`src/rtl/dvfs_vsel_pkg.sv`:
```
package dvfs_vsel_pkg;

  typedef enum logic {
    SC_LOAD = 1'b0,
    SC_STEP = 1'b1
  } scan_st_e;

  typedef enum logic {
    TX_IDLE  = 1'b0,
    TX_SHIFT = 1'b1
  } tx_st_e;

endpackage

```
`src/rtl/dvfs_corner_map.sv`:
```
module dvfs_corner_map #(
  parameter int TEMP_W    = 8,
  parameter int N_CORNER  = 4,
  parameter int TEMP_BASE = 25,
  parameter int TEMP_STEP = 20,
  parameter int CORNER_W  = (N_CORNER > 1) ? $clog2(N_CORNER) : 1
) (
  input  logic [TEMP_W-1:0]   temp,
  output logic [CORNER_W-1:0] corner,
  output logic                hot
);

  logic [N_CORNER-1:0] above;
  logic [CORNER_W:0]   cnt;

  // one comparator per calibrated corner
  for (genvar k = 0; k < N_CORNER; k++) begin : g_cmp
    localparam int LIM = TEMP_BASE + TEMP_STEP * k;
    assign above[k] = (32'(temp) > 32'(LIM));
  end

  // corners are ascending, so the count of passed corners is the row
  always_comb begin
    cnt = '0;
    for (int k = 0; k < N_CORNER - 1; k++) begin
      cnt = cnt + {{CORNER_W{1'b0}}, above[k]};
    end
  end

  assign corner = cnt[CORNER_W-1:0];
  assign hot    = above[N_CORNER-1];

endmodule

```
`src/rtl/dvfs_vscan.sv`:
```
module dvfs_vscan
  import dvfs_vsel_pkg::*;
#(
  parameter int CORNER_W = 2,
  parameter int VCODE_W  = 4,
  parameter int FREQ_W   = 8
) (
  input  logic                clk,
  input  logic                rst_n,
  input  logic [CORNER_W-1:0] corner_in,
  input  logic                hot_in,
  input  logic [FREQ_W-1:0]   freq_in,
  output logic [CORNER_W-1:0] tbl_row,
  output logic [VCODE_W-1:0]  tbl_col,
  input  logic [FREQ_W-1:0]   tbl_fmax,
  output logic                res_valid,
  output logic [VCODE_W-1:0]  res_code,
  output logic                res_miss,
  output logic                res_hot
);

  localparam logic [VCODE_W-1:0] CODE_MAX = '1;

  scan_st_e            st_q, st_d;
  logic [CORNER_W-1:0] row_q, row_d;
  logic [VCODE_W-1:0]  col_q, col_d;
  logic [FREQ_W-1:0]   freq_q, freq_d;
  logic                hot_q, hot_d;
  logic                vld_q, vld_d;
  logic [VCODE_W-1:0]  code_q, code_d;
  logic                miss_q, miss_d;
  logic                rhot_q, rhot_d;
  logic                hit, last;

  assign hit  = (tbl_fmax >= freq_q);
  assign last = (col_q == CODE_MAX);

  always_comb begin
    st_d   = st_q;
    row_d  = row_q;
    col_d  = col_q;
    freq_d = freq_q;
    hot_d  = hot_q;
    vld_d  = 1'b0;
    code_d = code_q;
    miss_d = miss_q;
    rhot_d = rhot_q;
    case (st_q)
      SC_LOAD: begin
        row_d  = corner_in;
        hot_d  = hot_in;
        freq_d = freq_in;
        col_d  = '0;
        st_d   = SC_STEP;
      end
      default: begin
        if (hit || last) begin
          vld_d  = 1'b1;
          code_d = col_q;
          miss_d = !hit;
          rhot_d = hot_q;
          st_d   = SC_LOAD;
        end else begin
          col_d = col_q + 1'b1;
        end
      end
    endcase
  end

  always_ff @(posedge clk or negedge rst_n) begin
    if (!rst_n) begin
      st_q   <= SC_LOAD;
      row_q  <= '0;
      col_q  <= '0;
      freq_q <= '0;
      hot_q  <= 1'b0;
      vld_q  <= 1'b0;
      code_q <= CODE_MAX;
      miss_q <= 1'b0;
      rhot_q <= 1'b0;
    end else begin
      st_q   <= st_d;
      row_q  <= row_d;
      col_q  <= col_d;
      freq_q <= freq_d;
      hot_q  <= hot_d;
      vld_q  <= vld_d;
      code_q <= code_d;
      miss_q <= miss_d;
      rhot_q <= rhot_d;
    end
  end

  assign tbl_row   = row_q;
  assign tbl_col   = col_q;
  assign res_valid = vld_q;
  assign res_code  = code_q;
  assign res_miss  = miss_q;
  assign res_hot   = rhot_q;

  // a failed probe is followed by the next higher code
  p_scan_ascend_r4: assert property (@(posedge clk) disable iff (!rst_n)
    (st_q == SC_STEP && !hit && !last) |=> (tbl_col == VCODE_W'($past(tbl_col) + 1'b1)));

  // a miss always reports the top code
  p_miss_top_r5: assert property (@(posedge clk) disable iff (!rst_n)
    (res_valid && res_miss) |-> (res_code == CODE_MAX));

endmodule

```
`src/rtl/dvfs_spi_tx.sv`:
```
module dvfs_spi_tx
  import dvfs_vsel_pkg::*;
#(
  parameter int DATA_W = 4
) (
  input  logic              clk,
  input  logic              rst_n,
  input  logic              start,
  input  logic [DATA_W-1:0] data,
  output logic              busy,
  output logic              sclk,
  output logic              cs_n,
  output logic              mosi
);

  localparam int BIT_W = (DATA_W > 1) ? $clog2(DATA_W) : 1;

  tx_st_e            st_q, st_d;
  logic              ph_q, ph_d;
  logic [DATA_W-1:0] sh_q, sh_d;
  logic [BIT_W-1:0]  bc_q, bc_d;

  always_comb begin
    st_d = st_q;
    ph_d = ph_q;
    sh_d = sh_q;
    bc_d = bc_q;
    case (st_q)
      TX_IDLE: begin
        if (start) begin
          st_d = TX_SHIFT;
          sh_d = data;
          bc_d = BIT_W'(DATA_W - 1);
          ph_d = 1'b0;
        end
      end
      default: begin
        if (!ph_q) begin
          ph_d = 1'b1;
        end else begin
          ph_d = 1'b0;
          if (bc_q == '0) begin
            st_d = TX_IDLE;
          end else begin
            sh_d = sh_q << 1;
            bc_d = bc_q - 1'b1;
          end
        end
      end
    endcase
  end

  always_ff @(posedge clk or negedge rst_n) begin
    if (!rst_n) begin
      st_q <= TX_IDLE;
      ph_q <= 1'b0;
      sh_q <= '0;
      bc_q <= '0;
    end else begin
      st_q <= st_d;
      ph_q <= ph_d;
      sh_q <= sh_d;
      bc_q <= bc_d;
    end
  end

  assign busy = (st_q == TX_SHIFT);
  assign cs_n = (st_q != TX_SHIFT);
  assign sclk = (st_q == TX_SHIFT) && ph_q;
  assign mosi = sh_q[DATA_W-1];

  // data settled before the rising serial clock and held through it
  p_mosi_steady_r6: assert property (@(posedge clk) disable iff (!rst_n)
    $rose(sclk) |-> $stable(mosi));

  // frame closes only right after a high serial-clock phase
  p_frame_close_r6: assert property (@(posedge clk) disable iff (!rst_n)
    $rose(cs_n) |-> $past(sclk));

endmodule

```
`src/rtl/dvfs_vsel.sv`:
```
module dvfs_vsel #(
  parameter int TEMP_W      = 8,
  parameter int FREQ_W      = 8,
  parameter int VCODE_W     = 4,
  parameter int N_CORNER    = 4,
  parameter int TEMP_BASE   = 25,
  parameter int TEMP_STEP   = 20,
  parameter int HOLD_CYCLES = 32,
  parameter int CORNER_W    = (N_CORNER > 1) ? $clog2(N_CORNER) : 1
) (
  input  logic                clk,
  input  logic                rst_n,
  input  logic [TEMP_W-1:0]   temp,
  input  logic [FREQ_W-1:0]   freq_req,
  input  logic [FREQ_W-1:0]   tbl_fmax,
  output logic [CORNER_W-1:0] tbl_row,
  output logic [VCODE_W-1:0]  tbl_col,
  output logic [VCODE_W-1:0]  vcode,
  output logic                oor,
  output logic                spi_sclk,
  output logic                spi_cs_n,
  output logic                spi_mosi
);

  localparam int                 HOLD_W   = $clog2(HOLD_CYCLES + 1);
  localparam logic [HOLD_W-1:0]  HOLD_END = HOLD_W'(HOLD_CYCLES);
  localparam logic [VCODE_W-1:0] CODE_MAX = '1;

  logic [CORNER_W-1:0] corner;
  logic                hot;
  logic                res_valid, res_miss, res_hot;
  logic [VCODE_W-1:0]  res_code;
  logic                tx_busy, take, hold_ok;
  logic [VCODE_W-1:0]  vcode_q, vcode_d;
  logic [HOLD_W-1:0]   hold_q, hold_d;
  logic                oor_q, oor_d;

  dvfs_corner_map #(
    .TEMP_W   (TEMP_W),
    .N_CORNER (N_CORNER),
    .TEMP_BASE(TEMP_BASE),
    .TEMP_STEP(TEMP_STEP),
    .CORNER_W (CORNER_W)
  ) u_map (
    .temp  (temp),
    .corner(corner),
    .hot   (hot)
  );

  dvfs_vscan #(
    .CORNER_W(CORNER_W),
    .VCODE_W (VCODE_W),
    .FREQ_W  (FREQ_W)
  ) u_scan (
    .clk      (clk),
    .rst_n    (rst_n),
    .corner_in(corner),
    .hot_in   (hot),
    .freq_in  (freq_req),
    .tbl_row  (tbl_row),
    .tbl_col  (tbl_col),
    .tbl_fmax (tbl_fmax),
    .res_valid(res_valid),
    .res_code (res_code),
    .res_miss (res_miss),
    .res_hot  (res_hot)
  );

  dvfs_spi_tx #(
    .DATA_W(VCODE_W)
  ) u_tx (
    .clk  (clk),
    .rst_n(rst_n),
    .start(take),
    .data (res_code),
    .busy (tx_busy),
    .sclk (spi_sclk),
    .cs_n (spi_cs_n),
    .mosi (spi_mosi)
  );

  assign hold_ok = (hold_q == HOLD_END);
  assign take    = res_valid && (res_code != vcode_q) && hold_ok && !tx_busy;

  always_comb begin
    vcode_d = vcode_q;
    hold_d  = hold_q;
    oor_d   = oor_q;
    if (take) begin
      vcode_d = res_code;
      hold_d  = '0;
    end else if (!hold_ok) begin
      hold_d = hold_q + 1'b1;
    end
    if (res_valid) begin
      oor_d = res_miss || res_hot;
    end
  end

  always_ff @(posedge clk or negedge rst_n) begin
    if (!rst_n) begin
      vcode_q <= CODE_MAX;
      hold_q  <= HOLD_END;
      oor_q   <= 1'b0;
    end else begin
      vcode_q <= vcode_d;
      hold_q  <= hold_d;
      oor_q   <= oor_d;
    end
  end

  assign vcode = vcode_q;
  assign oor   = oor_q;

  // a code change only after the hold window has run out
  p_hold_gap_r8: assert property (@(posedge clk) disable iff (!rst_n)
    !$stable(vcode_q) |-> $past(hold_ok));

  // a frame opens only together with a code change
  p_frame_on_change_r7: assert property (@(posedge clk) disable iff (!rst_n)
    $fell(spi_cs_n) |-> !$stable(vcode_q));

  // the new code equals the search result that caused it
  p_code_from_search_r6: assert property (@(posedge clk) disable iff (!rst_n)
    !$stable(vcode_q) |-> (vcode_q == $past(res_code)));

  // a failed search raises the flag
  p_oor_on_miss_r5: assert property (@(posedge clk) disable iff (!rst_n)
    (res_valid && res_miss) |=> oor_q);

endmodule

```
`config.mk`:
```
export PLATFORM = sky130hd
export DESIGN_NAME = dvfs_vsel
export DESIGN_NICKNAME = d
export VERILOG_FILES = /design/src/rtl/dvfs_vsel_pkg.sv /design/src/rtl/dvfs_corner_map.sv /design/src/rtl/dvfs_vscan.sv /design/src/rtl/dvfs_spi_tx.sv /design/src/rtl/dvfs_vsel.sv
export SDC_FILE = /design/constraint.sdc
export NUM_CORES = 1
export LEC_CHECK = 0
export ABC_AREA = 1
export CAP_MARGIN = 20
export CORE_ASPECT_RATIO = 0.7
export CORE_MARGIN = 2
export CORE_UTILIZATION = 30
export CTS_CLUSTER_SIZE = 12
export DETAILED_ROUTE_END_ITERATION = 6
export PLACE_DENSITY = 0.59
export SYNTH_ARGS = -nofsm -noshare
export SYNTH_HDL_FRONTEND = slang
export SYNTH_SLANG_ARGS = --single-unit
```
`constraint.sdc`:
```
create_clock -name clk -period 3.6 [get_ports clk]
set_input_delay 0.72 -clock clk [delete_from_list [all_inputs] [get_ports clk]]
set_output_delay 0.72 -clock clk [all_outputs]
set_load 0.02 [all_outputs]
```
==> results.cfg, run 1 <==
[finish]
areaGrowthSynthToFinish_pct = 24.4
drive_above_1_share = 0.105
diodes = 0
regArea_sq_um = 1060
multi_input_area_sq_um = 1020
layout.nets = 344
num-fill-cells = 753

[setup_path]
worst-path-max-fanout = 12
worst-path-buf-inv = 2
required_ps = 2880
critical_path.top_delay_family = buffers and inverters
worstSetupEndpointType = output pin
cp_slowest_cell = clkdlybuf4s50_1
cp_cell_sequence = nand2_1 -> inv_1 -> clkdlybuf4s50_1
worstPathArrival_ps = 1870
path_class = flop to output pin
cp-start-kind = flop
cpPeakStageDelay_ps = 610

[synth]
syn_area_per_cell_sq_um = 8.46
synth-seq-cells = 42
syn_inst = 266
yosysWarnings = 0
synth_cell_types = 31
syn-cell-area_sq_um = 2250
syn_nets = 305
ys_seq_area_frac = 0.472

[global_route]
grt_pass1_vias = 1761
overflow = 0
grt_start_max_net_pins = 43
grt_pass1_wl_um = 8090
track_usage = 0.122
antenna_found_initial = 0

[outcome]
status = finished clean

[clock_tree]
cts_buffers = 5
htree_num_levels = 2
cts_hold_buffers = 0
clock_sinks = 42
cts_root_buffer = clkbuf_8
cts_tree = done
postCtsSetupRepairBufs = 0
clockBufferDepth = 2
cts_resized = 0
clk_latency_ps = 290
clk_pin_slew_ps = 80

[power]
p_seq_frac = 0.415
p_int_w = 0.00127
leakage_nw = 1.37
p_switching_w = 0.000901
p_total_w = 0.00217
vdd_drop_max_mv = 0.315
p_per_area_nw_per_um2 = 777
power_frac_clock = 0.144
p_comb_frac = 0.440
netSwitchingFraction = 0.415

[detailed_routing]
viasPerCell = 4.33
final_antenna_net_count = 0
drcViolationCount = 0
routed_wl_um = 4610
drt_iter0_markers = 104
post_drt_wl_per_cell_um = 11.4
firstDrtPassIters = 4
vias = 1751

[timing]
tightest_slew_ps = 937
skew_ps = 3.19
clock.fmax_mhz = 386
slew_viol_final = 0
final.period_utilization = 0.720
fin_tns_setup_ps = 0
final_hold_viol_count = 0
maxSlewHeadroom = 0.375
post-route-min-period_ps = 2590
setup_viol = 0
rsz0062_at_grt = false

[placement]
hpwlAfterDp_um = 3290
place_congestion = 0.833
io_buffers = 39

[worst_hold_path]
hold_class = flop to flop

[floorplanning]
die_w_um = 108
start_util = 0.309
die_h_um = 76.5
ioPinCount = 40
die_area_sq_um = 8220
core.rowCount = 26
coreArea_sq_um = 7290

[flow_run]
cap_violations = 0
registers in the layout, summed over array words and instances (netlist names):
register / count
u_scan.tbl_row: 2
u_scan.st_q: 1
u_tx.ph_q: 1
vcode: 4
u_scan.res_code: 4
u_tx.bc_q: 2
u_scan.hot_q: 1
u_scan.freq_q: 8
u_scan.res_miss: 1
u_tx.busy: 1
oor: 1
u_tx.sh_q: 4
u_scan.res_valid: 1
hold_q: 6
u_scan.tbl_col: 4
u_scan.res_hot: 1
cells in the mapped netlist:
library cell / n / area (sq um)
clkbuf_2: 1 / 5.00
a21oi_1: 5 / 25.0
xnor2_1: 2 / 17.5
nor2_4: 2 / 22.5
nand2_2: 1 / 6.26
clkbuf_1: 4 / 15.0
o21ai_2: 4 / 35.0
ha_1: 12 / 150
inv_2: 2 / 7.51
nor2_2: 1 / 6.26
nand2_1: 88 / 330
o2111ai_1: 1 / 8.76
or2_2: 2 / 12.5
nand4_4: 1 / 21.3
inv_1: 30 / 113
fa_1: 1 / 20.0
buf_12: 1 / 20.0
nand2_4: 1 / 11.3
dfrtp_1: 33 / 826
nand3_1: 11 / 55.1
nand4_1: 2 / 12.5
a31oi_1: 1 / 6.26
o211ai_1: 7 / 52.6
o21ai_0: 14 / 70.1
xor2_1: 6 / 52.6
nor3_1: 3 / 15.0
dfstp_2: 9 / 236
buf_6: 1 / 11.3
a21o_1: 1 / 7.51
nand3_2: 1 / 10.0
nor2_1: 18 / 67.6
layout make-up:
type | count | share of cell area
Clock inverter | 1 | 0.00179
Sequential cell | 42 | 0.380
Clock buffer | 7 | 0.0309
Timing Repair Buffer | 39 | 0.138
Tap cell | 98 | 0.0438
Inverter | 32 | 0.0429
Multi-Input combinational cell | 185 | 0.363
power by group through the flow:
stage	sequential [W]	combinational, W	clock, W
after CTS	0.000904	0.000974	0.000332
after detailed placement	0.000911	0.000969	0
final	0.000903	0.000958	0.000313
after global placement	0.000908	0.000949	0
after global routing	0.000938	0.00111	0.000349
after floorplan	0.000917	0.000662	0
path summary, 6_finish.rpt:
kind | from | endpoint | slack [ps] | cells after the start
min | u_scan.res_valid | oor | 480 | 1
min reg2reg | u_scan.res_valid | oor | 480 | 1
max in group asynchronous | rst_n | u_tx.sh_q[3] | 2450 | 1
max reg2reg | u_scan.freq_q[7] | u_scan.res_code[0] | 1990 | 8
max | u_tx.busy | spi_sclk | 1010 | 3
min in group asynchronous | rst_n | hold_q[4] | 570 | 1
metal layers:
metal	track usage	vias to the layer above	routed length, um
met5	0	-	0
met4	0.0346	0	51
met3	0.0342	5	287
met2	0.189	41	1920
met1	0.167	785	2350
li1	-	920	-
per-stage QoR:
| stage | cells | instance area [sq um] | worst slack [ps] | util | hold WS [ps] |
|---|---|---|---|---|---|
| after floorplan | 266 | 2250 | 1690 | - | 424 |
| after global placement | 396 | 2710 | 1160 | 0.371 | 462 |
| after detailed placement | 396 | 2710 | 1120 | 0.371 | 461 |
| after CTS | 404 | 2800 | 992 | 0.384 | 485 |
| after global routing | 404 | 2800 | 859 | 0.384 | 507 |
| final | 404 | 2800 | 1010 | 0.384 | 477 |
cell families (layout without fill, tap and decap cells):
logic type | count (synthesis) | count (layout) | synth area share
and+or+nand+nor | 131 | 131 | 0.254
DFF | 42 | 42 | 0.472
buffers and inverters | 39 | 79 | 0.0762
AOI/OAI and AO/OA | 33 | 33 | 0.0912
adders and majority gates | 13 | 13 | 0.0756
xor gates and xnor gates | 8 | 8 | 0.0311
placed cells by master, fill, tap and decap left out, types with 2 or more instances in the layout:
cell and instances:
inv_1 30, nor2_4 2, nand3_1 11, nand2_1 88, a21oi_1 5, dfrtp_1 33, nor2_1 18, o211ai_1 7
xnor2_1 2, clkdlybuf4s50_1 38, inv_2 2, clkbuf_8 6, nand4_1 2, dfstp_2 9, o21ai_2 4, nor3_1 3
or2_2 2, o21ai_0 14, ha_1 12, xor2_1 6
(Power assumes the default switching activity.)
==> run 2: changes to the inputs <==
==> constraint.sdc (replaced) <==
create_clock -name clk -period 2.5 [get_ports clk]
set_input_delay 0.5 -clock clk [delete_from_list [all_inputs] [get_ports clk]]
set_output_delay 0.5 -clock clk [all_outputs]
set_load 0.02 [all_outputs]
==> run 2 against run 1 <==
Clock power up 72%. Sequential power up 41%. Critical path depth unchanged. Clock skew up 5.5 ps. Via count up 1.8%. Count of clock-buffer cells in the layout down 2. Setup slack worse by 660 ps. Cell count up 0.74%.
==> results.cfg, run 2 (synthesis gave the netlist of run 1 again) <==
[detailed_routing]
viasPerCell = 4.38
drcViolationCount = 0
firstDrtPassIters = 6
wl_met3_um = 228
drt_iter0_markers = 103
route.top_layer_used = met4
post_drt_wl_per_cell_um = 11.5
vias = 1782
final_antenna_net_count = 0
wl_met1_um = 2380
met2WireLength_um = 2000
routed_wl_um = 4670

[floorplanning]
die_h_um = 76.5
coreArea_sq_um = 7290
start_util = 0.309
die_w_um = 108
ioPinCount = 40
die_area_sq_um = 8220
core.rowCount = 26

[setup_path]
cp_slowest_cell = clkdlybuf4s50_1
required_ps = 2000
worst-path-max-fanout = 12
cp_cell_sequence = nand2_1 -> inv_1 -> clkdlybuf4s50_1
rrSetupSlack_ps = 890
cp-start-kind = flop
worstSetupEndpointType = output pin
cpPeakStageDelay_ps = 600
path_class = flop to output pin
worstPathArrival_ps = 1660

[global_route]
grt_start_max_net_pins = 43
overflow = 0
grt_pass1_wl_um = 8490
antenna_found_initial = 0
grt_pass1_vias = 1846
track_usage = 0.128

[power]
vdd_drop_max_mv = 0.410
netSwitchingFraction = 0.406
p_per_area_nw_per_um2 = 1140
p_seq_frac = 0.394
leakage_nw = 1.39
p_switching_w = 0.00131
p_comb_frac = 0.440
p_int_w = 0.00192
power_frac_clock = 0.166

[timing]
post-route-min-period_ps = 2160
tightest_slew_ps = 601
maxSlewHeadroom = 0.599
fin_tns_setup_ps = 0
rsz0062_at_grt = false
hold_ws_ps = 255
setup_viol = 0
skew_ps = 8.70
clock.fmax_mhz = 464
final_hold_viol_count = 0
slew_viol_final = 0
final.period_utilization = 0.862

[finish]
final_common_cell = nand2_1
max_flop_register = u_scan.freq_q
fin_area_sq_um = 2840
reg.largest.list = u_scan.freq_q: 8 flops, hold_q: 6 flops
drive_above_1_share = 0.117
diodes = 0
final_core_util = 0.389
layout.nets = 347
areaGrowthSynthToFinish_pct = 26.1
largest_reg_flops = 8
final_cell_mix = 88 x nand2_1, 38 x clkdlybuf4s50_1, 33 x dfrtp_1, 30 x inv_1, 18 x nor2_1

[clock_tree]
clockBufferDepth = 2
htree_num_levels = 2
cts_hold_buffers = 0
clock_sinks = 42
cts_buffers = 5
postCtsSetupRepairBufs = 0
cts_tree = done
cts_root_buffer = clkbuf_8
clk_latency_ps = 300
cts_resized = 0
clk_pin_slew_ps = 80

[outcome]
status = finished clean

[placement]
place_congestion = 0.829
place_area_sq_um = 2730
io_buffers = 39
hpwlAfterDp_um = 3340

[flow_run]
cap_violations = 0

[worst_hold_path]
hold_class = input port to async pin
-- run 2: cell types whose count changed in the layout (fill, tap and decap cells not counted), sizes merged --
cell,before,now
buf,1,4
clkbuf,7,5
bufinv,0,1
clkinv,1,2
-- run 2: routing by layer --
metal,vias to the layer above,GRT usage
met1,817,0.180
li1,923,-
met2,35,0.194
met4,0,0.0423
met3,7,0.0299
met5,-,0
-- run 2: layout make-up --
| type | instances | area, sq um |
|---|---|---|
| tap | 98 | 123 |
| timing repair buffer | 42 | 408 |
| inverter | 32 | 120 |
| clock buffer | 5 | 68.8 |
| fill | 763 | 4450 |
| clock inverter | 3 | 40.0 |
| multi-input combinational | 185 | 1020 |
| sequential | 42 | 1060 |
-- run 2: worst max-delay path, delay by kind of cell (launching register included) --
family,cells,cell delay [ps]
DFF,1,550
buffers and inverters,2,690
and+or+nand+nor,1,120
-- run 2: power by group through the flow --
stage / sequential, W / combinational [W] / clock, W
final: 0.00127 / 0.00142 / 0.000538
after global routing: 0.00133 / 0.00167 / 0.000578
after CTS: 0.00128 / 0.00145 / 0.000560
after detailed placement: 0.00129 / 0.00144 / 0
after global placement: 0.00128 / 0.00141 / 0
after floorplan: 0.00132 / 0.000953 / 0
-- run 2: path summary, 6_finish.rpt --
kind,startpoint,to,depth (start not counted)
max in group asynchronous,rst_n,u_scan.res_code[2],2
worst min-delay path,rst_n,hold_q[2],2
worst max register to register,u_scan.freq_q[7],u_scan.tbl_col[1],8
worst min register to register,u_scan.res_valid,oor,1
min in group clk,u_scan.res_valid,oor,1
worst max-delay path,u_tx.busy,spi_sclk,3
-- run 2: metrics by stage --
stage	cells	total power (W)	worst slack, ps
2_1_floorplan	266	0.00227	809
3_3_place_gp	399	0.00269	278
3_5_place_dp	399	0.00273	194
4_1_cts	407	0.00329	321
5_1_grt	407	0.00357	243
6_report	407	0.00323	344
